**src/rtl/spi_eng_pkg.sv**
```systemverilog
package spi_eng_pkg;

    localparam int CFG_W    = 32;
    localparam int B_CPHA   = 0;
    localparam int B_CPOL   = 1;
    localparam int B_CSPOL  = 2;
    localparam int B_CSIDX  = 4;
    localparam int B_CSMAN  = 6;
    localparam int B_CSLVL  = 7;
    localparam int B_DISC   = 8;
    localparam int B_LSB    = 12;
    localparam int B_GO     = 31;

    typedef enum logic [1:0] {
        ST_IDLE,
        ST_LOAD,
        ST_SHIFT
    } eng_state_t;

    typedef struct packed {
        logic       cpha;
        logic       cpol;
        logic       cs_pol;
        logic [1:0] cs_idx;
        logic       cs_man;
        logic       cs_lvl;
        logic       discard;
        logic       lsb_first;
    } eng_cfg_t;

endpackage

```
**src/rtl/spi_byte_shifter.sv**
```systemverilog
module spi_byte_shifter #(
    parameter int WORD = 8
) (
    input  logic            clk,
    input  logic            rst_n,
    input  logic            load,
    input  logic [WORD-1:0] load_byte,
    input  logic            present,
    input  logic            sample,
    input  logic            lsb_first,
    input  logic            miso,
    output logic            mosi,
    output logic [WORD-1:0] rx_cur,
    output logic [WORD-1:0] rx_next
);

    typedef struct packed {
        logic [WORD-1:0] tx;
        logic [WORD-1:0] rx;
        logic            mosi;
    } shf_t;

    shf_t s_q, s_d;
    logic [WORD-1:0] base;

    always_comb begin
        rx_next = lsb_first ? {miso, s_q.rx[WORD-1:1]} : {s_q.rx[WORD-2:0], miso};
        base    = load ? load_byte : s_q.tx;
        s_d     = s_q;
        s_d.tx  = base;
        if (present) begin
            s_d.mosi = lsb_first ? base[0] : base[WORD-1];
            s_d.tx   = lsb_first ? (base >> 1) : (base << 1);
        end
        if (sample) begin
            s_d.rx = rx_next;
        end
    end

    always_ff @(posedge clk or negedge rst_n) begin
        if (!rst_n) s_q <= '0;
        else        s_q <= s_d;
    end

    assign mosi   = s_q.mosi;
    assign rx_cur = s_q.rx;

endmodule

```
**src/rtl/spi_cs_drive.sv**
```systemverilog
module spi_cs_drive #(
    parameter int N_CS  = 4,
    localparam int IDX_W = (N_CS > 1) ? $clog2(N_CS) : 1
) (
    input  logic             clk,
    input  logic             rst_n,
    input  logic [IDX_W-1:0] sel,
    input  logic             act_high,
    input  logic             manual,
    input  logic             man_lvl,
    input  logic             burst_on,
    output logic [N_CS-1:0]  cs_out
);

    generate
        for (genvar i = 0; i < N_CS; i++) begin : g_line
            always_comb begin
                if (sel == IDX_W'(i)) begin
                    if (manual)        cs_out[i] = man_lvl;
                    else if (burst_on) cs_out[i] = act_high;
                    else               cs_out[i] = ~act_high;
                end else begin
                    cs_out[i] = ~act_high;
                end
            end
        end
    endgenerate

    // automatic mode never asserts more than one line
    assert_single_cs_R8: assert property (@(posedge clk) disable iff (!rst_n)
        !manual |-> $onehot0(cs_out ^ {N_CS{~act_high}}));

    // automatic mode with no burst leaves every line inactive
    assert_idle_cs_R8: assert property (@(posedge clk) disable iff (!rst_n)
        (!manual && !burst_on) |-> (cs_out == {N_CS{~act_high}}));

endmodule

```
**src/rtl/spi_shift_engine.sv**
```systemverilog
module spi_shift_engine
    import spi_eng_pkg::*;
#(
    parameter int WORD  = 8,
    parameter int CNT_W = 24,
    parameter int N_CS  = 4
) (
    input  logic             clk,
    input  logic             rst_n,
    input  logic             sclk_en,
    input  logic             cfg_wr,
    input  logic [31:0]      cfg_wdata,
    input  logic [CNT_W-1:0] burst_len,
    input  logic [CNT_W-1:0] tx_len,
    input  logic             done_clr,
    output logic             busy,
    output logic             done_flag,
    input  logic             tx_avail,
    input  logic [WORD-1:0]  tx_byte,
    output logic             tx_pop,
    output logic             rx_push,
    output logic [WORD-1:0]  rx_byte,
    output logic             sclk,
    output logic             mosi,
    input  logic             miso,
    output logic [N_CS-1:0]  cs_out
);

    localparam int HALF_W = $clog2(2 * WORD);
    localparam logic [HALF_W-1:0] HALF_LAST = HALF_W'(2 * WORD - 1);

    typedef struct packed {
        eng_state_t        state;
        eng_cfg_t          cfg;
        logic [HALF_W-1:0] half;
        logic [CNT_W-1:0]  left;
        logic [CNT_W-1:0]  tx_left;
        logic              sclk;
        logic              done;
    } eng_t;

    eng_t r_q, r_d;

    logic            ld, pres, samp, need_tx, lead;
    logic [WORD-1:0] rx_cur, rx_next;

    always_comb begin
        r_d     = r_q;
        tx_pop  = 1'b0;
        rx_push = 1'b0;
        rx_byte = rx_cur;
        ld      = 1'b0;
        pres    = 1'b0;
        samp    = 1'b0;
        need_tx = (r_q.tx_left != '0);
        lead    = ~r_q.half[0];
        if (done_clr) r_d.done = 1'b0;
        case (r_q.state)
            ST_IDLE: begin
                if (cfg_wr) begin
                    r_d.cfg.cpha      = cfg_wdata[B_CPHA];
                    r_d.cfg.cpol      = cfg_wdata[B_CPOL];
                    r_d.cfg.cs_pol    = cfg_wdata[B_CSPOL];
                    r_d.cfg.cs_idx    = cfg_wdata[B_CSIDX +: 2];
                    r_d.cfg.cs_man    = cfg_wdata[B_CSMAN];
                    r_d.cfg.cs_lvl    = cfg_wdata[B_CSLVL];
                    r_d.cfg.discard   = cfg_wdata[B_DISC];
                    r_d.cfg.lsb_first = cfg_wdata[B_LSB];
                    r_d.sclk          = cfg_wdata[B_CPOL];
                    if (cfg_wdata[B_GO]) begin
                        if (burst_len == '0) begin
                            r_d.done = 1'b1;
                        end else begin
                            r_d.state   = ST_LOAD;
                            r_d.left    = burst_len;
                            r_d.tx_left = tx_len;
                        end
                    end
                end
            end
            ST_LOAD: begin
                if (!need_tx || tx_avail) begin
                    ld        = 1'b1;
                    tx_pop    = need_tx;
                    pres      = ~r_q.cfg.cpha;
                    r_d.half  = '0;
                    r_d.state = ST_SHIFT;
                    if (need_tx) r_d.tx_left = r_q.tx_left - 1'b1;
                end
            end
            ST_SHIFT: begin
                if (sclk_en) begin
                    r_d.sclk = ~r_q.sclk;
                    r_d.half = r_q.half + 1'b1;
                    samp     = r_q.cfg.cpha ? ~lead : lead;
                    pres     = r_q.cfg.cpha ? lead : (~lead && (r_q.half != HALF_LAST));
                    if (r_q.half == HALF_LAST) begin
                        rx_push = ~r_q.cfg.discard;
                        rx_byte = r_q.cfg.cpha ? rx_next : rx_cur;
                        if (r_q.left == CNT_W'(1)) begin
                            r_d.state = ST_IDLE;
                            r_d.left  = '0;
                            r_d.done  = 1'b1;
                        end else begin
                            r_d.left  = r_q.left - 1'b1;
                            r_d.state = ST_LOAD;
                        end
                    end
                end
            end
            default: r_d.state = ST_IDLE;
        endcase
    end

    always_ff @(posedge clk or negedge rst_n) begin
        if (!rst_n) r_q <= '0;
        else        r_q <= r_d;
    end

    spi_byte_shifter #(.WORD(WORD)) u_shift (
        .clk       (clk),
        .rst_n     (rst_n),
        .load      (ld),
        .load_byte (need_tx ? tx_byte : '0),
        .present   (pres),
        .sample    (samp),
        .lsb_first (r_q.cfg.lsb_first),
        .miso      (miso),
        .mosi      (mosi),
        .rx_cur    (rx_cur),
        .rx_next   (rx_next)
    );

    spi_cs_drive #(.N_CS(N_CS)) u_cs (
        .clk      (clk),
        .rst_n    (rst_n),
        .sel      (r_q.cfg.cs_idx),
        .act_high (r_q.cfg.cs_pol),
        .manual   (r_q.cfg.cs_man),
        .man_lvl  (r_q.cfg.cs_lvl),
        .burst_on (busy),
        .cs_out   (cs_out)
    );

    assign busy      = (r_q.state != ST_IDLE);
    assign done_flag = r_q.done;
    assign sclk      = r_q.sclk;

    logic unused_cfg_bits;
    assign unused_cfg_bits = ^{cfg_wdata[30:13], cfg_wdata[11:9], cfg_wdata[3]};

    // between bytes the serial clock rests at the polarity level
    assert_sclk_rest_R2: assert property (@(posedge clk) disable iff (!rst_n)
        (r_q.state != ST_SHIFT) |-> (sclk == r_q.cfg.cpol));

    // never pops once the source quota is used up
    assert_pop_quota_R4: assert property (@(posedge clk) disable iff (!rst_n)
        tx_pop |-> (r_q.tx_left != '0));

    // never pops from an empty source
    assert_pop_avail_R10: assert property (@(posedge clk) disable iff (!rst_n)
        tx_pop |-> tx_avail);

    // discard mode keeps the receive side silent
    assert_no_push_discard_R5: assert property (@(posedge clk) disable iff (!rst_n)
        rx_push |-> !r_q.cfg.discard);

    // the flag rises only as the engine goes idle
    assert_done_idle_R7: assert property (@(posedge clk) disable iff (!rst_n)
        $rose(done_flag) |-> !busy);

    // configuration holds while a burst runs
    assert_cfg_hold_R11: assert property (@(posedge clk) disable iff (!rst_n)
        busy |=> $stable(r_q.cfg));

endmodule

```
**config.mk**
```make
export PLATFORM = sky130hd
export DESIGN_NAME = spi_shift_engine
export DESIGN_NICKNAME = d
export VERILOG_FILES = /design/src/rtl/spi_eng_pkg.sv /design/src/rtl/spi_byte_shifter.sv /design/src/rtl/spi_cs_drive.sv /design/src/rtl/spi_shift_engine.sv
export SDC_FILE = /design/constraint.sdc
export NUM_CORES = 1
export LEC_CHECK = 0
export ABC_AREA = 1
export BUFFER_PORTS_ARGS = -buffer_cell sky130_fd_sc_hd__buf_2
export CORE_MARGIN = 2
export CORE_UTILIZATION = 56
export DETAILED_ROUTE_END_ITERATION = 10
export PLACE_DENSITY = 0.79
export SLEW_MARGIN = 5
export SYNTH_ARGS = -nofsm -noshare
export SYNTH_HDL_FRONTEND = slang
export SYNTH_SLANG_ARGS = --single-unit
```
**constraint.sdc**
```tcl
create_clock -name clk -period 2.5 [get_ports clk]
set_input_delay 0.5 -clock clk [delete_from_list [all_inputs] [get_ports clk]]
set_output_delay 0.5 -clock clk [all_outputs]
set_load 0.005 [all_outputs]
```
[Word-level counts from Yosys, hierarchy flattened]
Cells that the tools add are included.
Storage, ports and cells
  bits in registers: 82
  input bits: 95
Cells by class
  reductions and logical operators: 17
  muxes and demuxes: 57
  bitwise logic cells: 5
  eq/ne operators: 15
  add/subtract/negate cells: 3
Operators by type and width (count)
  24-bit 2-to-1 mux: 4
  48-bit 2-to-1 mux: 2
  24-bit case mux with 2 select lines: 2
  8-bit 2-to-1 mux: 9
  50-bit 2-to-1 mux: 1
  24-bit by 1-bit subtractor with 24-bit output, second input constant: 2
  28-bit 2-to-1 mux: 1
  1-bit 2-to-1 mux: 26
  24-bit by 1-bit == test with 1-bit output, second input constant: 1
  24-bit logical NOT: 1
  24-bit nonzero test: 1
  6-bit AND reduction: 3
  2-bit != test, second input constant: 7
  2-bit 2-to-1 mux: 6
  11-bit 2-to-1 mux: 1
  4-bit case mux with 2 select lines: 1
  2-bit nonzero test: 4
  2-bit == test, second input constant: 3
  2-bit case mux with 3 select lines: 1
  3-bit AND reduction: 2
  1-bit inverter: 5
  4-bit by 1-bit adder with 4-bit output, second input constant: 1
  2-bit by 1-bit == test with 1-bit output, second input constant: 2
  4-bit == test, second input constant: 1
  9 further kinds: 10

[Logic depth before layout (Yosys ltp)]
  depth after elaboration: 8
  gate-level depth with buffers: 13

[Cells and area by module]
A second synthesis with hierarchy kept.
Second synthesis, totals
  cell total of the unflattened synthesis: 973
  area, all modules: 6172.2 µm²
Modules (own cells, without submodules)
  spi_shift_engine: seq. area each 1601.5 µm², instances 1, cells an instance 781, area each 4977.3 µm²
  spi_byte_shifter: seq. area each 425.4 µm², instances 1, cells an instance 166, area each 1082.3 µm²
  spi_cs_drive: seq. area each 0.0 µm², instances 1, cells an instance 26, area each 112.6 µm²

[Worst setup path before layout]
No wires, ideal clock.
  path type: register to output
  from: register r_q[63] (netlist name)
  to: output port rx_byte[5]
  stages on the path, launching flop included: 9
  data required time: 2.000 ns
  path slack: 0.369 ns
  arrival: 1.631 ns
  path through: dfrtp_1 -> inv_1 -> ha_1 -> buf_4 -> nand2_1 -> nor3_2 -> buf_2 -> nand2_1 -> o21ai_0
Between the ends
  word-level cells in the longest chain between the ends: 2
RTL lines
  start, declared: line spi_shift_engine.sv:42  | eng_t r_q, r_d;
  start signal, assigned: line spi_shift_engine.sv:117  | else r_q <= r_d;
  2-bit == test: line spi_shift_engine.sv:58  | case (r_q.state)
  8-bit 2-to-1 mux: line spi_shift_engine.sv:58
  end, declared: line spi_shift_engine.sv:22  | output logic [WORD-1:0] rx_byte,
Every way passes these cells.

[Final worst setup path]
  from: register r_q[63] (netlist name)
  to: output port cs_out[1]
Between the ends
  word-level cells in the longest chain between the ends: 4
RTL lines
  2-bit nonzero test: line spi_shift_engine.sv:145  | assign busy = (r_q.state != ST_IDLE);
  1-bit 2-to-1 mux: line spi_cs_drive.sv:20  | else if (burst_on) cs_out[i] = act_high;
  1-bit 2-to-1 mux: line spi_cs_drive.sv:19  | if (manual) cs_out[i] = man_lvl;
  1-bit 2-to-1 mux: line spi_cs_drive.sv:18  | if (sel == IDX_W'(i)) begin
  end, declared: line spi_shift_engine.sv:26  | output logic [N_CS-1:0] cs_out
Every way passes these cells.

==> implementation parameters <==
Parameter                              Value

Synthesis
  Leading area contributor after synthesis    dfrtp_1
  Count of state elements after synthesis    between 80 and 90
  Flip-flop cell with the highest count after synthesis    dfrtp_1
  EDFF count, synth    0
  Syn Std Cell Area    5730 um2
  Number of nets in the synthesized netlist    ~970
  Seq/Total Area, Yosys    between 30% and 40%
  Warnings from Yosys    0
  Synth area leaders    dfrtp_1 (35%), nand2_1 (19%), nor2_1 (6.7%), nand3_1 (5.6%), o21ai_0 (5.4%)
  Fraction of registers with async set/reset    100.0%
  Area fraction of the dominant cell type after synthesis    35.37%
  Number of distinct standard cells referenced by the synthesized netlist    between 40 and 50
  Mean instance size in the synthesized netlist    6.640 um2
  Synth Instances    between 800 and 900

Die
  Die width    105.2 um
  Die ar.    roughly 11000 um2
  Area inside the core boundary    between 9000 and 10000 um2
  Boundary pin count    about 110
  Effective utilization at floorplan    between 50% and 60%
  Height of the die    approximately 110 um
  Number of cell rows    36

Setup path
  Category of the worst setup path capture point    output pin
  Flop2flop setup slack    roughly 0.35 ns
  Worst Path Max Fanout    6
  Type of the setup path with the least slack    flop to output pin
  Required time of the critical path    about 2 ns
  CP startpoint kind    flop
  Data arrival time of the critical path    roughly 1.9 ns

Timing
  Fin Clk Skew    between 0.01 and 0.015 ns
  Worst Setup Slack, final    ~0.15 ns
  Post-route minimum period    between 2 and 2.5 ns
  Final setup violating endpoints    0
  Final count of hold timing violations    0
  Pins over their slew limit    0
  Setup total negative slack    0 ns
  Slew margin rel.    ~66%
  Peak clock frequency supported by timing    approximately 430 MHz
  Fraction of the cycle the final worst path needs    ~94%
  Unrepaired setup endpoints after global routing    false
  Slew of the pin with the lowest slew margin    between 0.5 and 0.6 ns

Clock tree
  Clock transition at the register clock pins on the worst setup and hold paths after CTS    0.09 ns
  Clock latency of the later-clocked register in the worst-skew pair    0.36 ns
  Total CTS buffers    9
  Clock Root Buffer    clkbuf_8
  Clock Tree Buf Depth    2
  Total number of clock tree sinks    slightly above 80
  Clock tree from TritonCTS    built
  Number of levels the H-tree was split into    3

Place
  Worst slack after detailed placement    around 0.34 ns
  Half-perimeter wire length after placement    ~11 mm
  GPL Wtd Cong    approximately 0.96
  Count of input and output buffers    90

Job
  Max-capacitance violation count    0

Pwr
  Max VDD drop    slightly below 0.7 mV
  Total power density per cell area    between 1000 and 1500 nW/um2
  Total power draw    7.815 mW
  Static leakage    around 3.4 nW

GRT
  Number of antenna violations at the first check in global routing    0
  Global-route wire length before repair    roughly 25 mm
  Vias in the first global route    between 5000 and 6000
  Overflow after GRT    0
  All-Layer GR Usage    27.07%
  Largest net degree at the start of global routing    41

Layout
  Nets@finish    roughly 1100
  Fraction of layout instances using a drive strength above 1    between 10% and 20%
  Layout overhead on the synthesized area    14.96%
  Most used cells in the layout excluding fill and tap cells    nand2_1 (285), nor2_1 (103), buf_2 (89)
  Most common library cell in the layout ignoring fill and taps    nand2_1
  # diodes    0

Routing
  Detail-routed net length per standard cell    between 10 and 15 um
  DRC viols    0
  Number of vias in the routed layout    between 5000 and 6000
  First-pass iteration count of the detailed router    7
  Antenna violation net count after detailed routing    0
  Via density    5.325
  Detailed router's first-iteration violation count    around 460
  Final routed wirelength across all metal layers    14.18 mm

Run status
  Status    completed

Min path
  Type of the most critical hold path    primary input to async pin
-- routing by layer --
layer,up-vias,part of all wire [%],GRT usage [%]
li1,2981,-,-
met1,2625,45,36.89
met2,196,47,44.81
met3,18,6.2,4.429
met4,0,1.4,7.238
met5,-,0,0
-- power breakdown --
| part | total [mW] | internal [mW] | switching (mW) |
|---|---|---|---|
| Combinational | 4.36 | 1.53 | 2.83 |
| Sequential | 2.29 | 1.85 | 0.440 |
| Clock | 1.17 | 0.665 | 0.504 |
| Total | 7.82 | 4.04 | 3.78 |
-- sequential cells by signal, summed over array words and instances, names as in the netlist --
signal          flops
u_shift.mosi        1
sclk                1
r_q                62
done_flag           1
u_shift.rx_cur      8
u_shift.s_q         8
-- cell families after synthesis --
| kind of cell | synth area share (%) |
|---|---|
| AO/OA/AOI/OAI | 12.77 |
| multiplexers | 0.7860 |
| buffers and inverters | 8.188 |
| flip-flops | 35.37 |
| AND/OR/NAND/NOR | 38.54 |
| XOR/XNOR | 2.598 |
| adder cells (fa/ha/maj) | 1.747 |
-- final cells by class --
type / count / area [um2]
timing repair buffer: 107 / 584.3
inverter: 84 / 317.8
sequential: 81 / 2027
clock inverter: 6 / 115.1
clock buffer: 9 / 123.9
tap: 133 / 166.4
fill: 911 / 3277
multi-input combinational: 673 / 3253
-- cells in the mapped netlist (3+ instances only) --
master and count:
a21oi_1 23, a22oi_1 7, a31oi_1 4, buf_2 7, buf_4 3, buf_6 5, clkbuf_1 9, dfrtp_1 81
ha_1 8, inv_1 77, inv_2 5, mux2_2 4, nand2_1 285, nand2_2 8, nand3_1 64, nand4_1 19
nor2_1 103, nor2_2 7, nor3_1 17, nor3_2 3, o21ai_0 62, o21ai_1 12, o21bai_1 6, o22ai_1 4
xor2_1 15
-- through the flow --
stage	hold WS (ns)	instance area, um2	instances	utilization (%)
finish	0.1066	6588	1093	66.78
global placement	0.4620	6326	1078	64.13
detailed placement	0.4845	6326	1078	64.13
floorplan	0.2044	5731	863	-
CTS	0.1144	6565	1093	66.55
global route	0.1374	6588	1093	66.78
-- critical path: stages (launching register included) --
cell and delay [ns]:
dfrtp_1 0.41, inv_1 0.14, ha_2 0.27, inv_2 0.10, nand2_1 0.07, a21oi_1 0.07
a21oi_2 0.18, a31oi_1 0.11, buf_2 0.14
-- what timing repair did --
action / CTS / global route
resized for setup: 0 / 5
setup buffers: 0 / 0
endpoints found under the setup margin: 0 / 12
hold buffers: 0 / 0
-- worst paths after layout --
kind | startpoint | end | cells after the start
setup / recovery | r_q[63]$_DFFE_PN0P_ | cs_out[1] | 8
hold / removal | rst_n | u_shift.rx_cur[0]$_DFFE_PN0P_ | 1
setup reg to reg | r_q[64]$_DFFE_PN0P_ | r_q[33]$_DFFE_PN0P_ | 9
hold reg to reg | u_shift.mosi$_DFFE_PN0P_ | u_shift.mosi$_DFFE_PN0P_ | 2
max in group asynchronous | rst_n | r_q[11]$_DFFE_PN0P_ | 2
min in group clk | done_clr | done_flag$_DFF_PN0_ | 2
(Power assumes the default switching activity.)
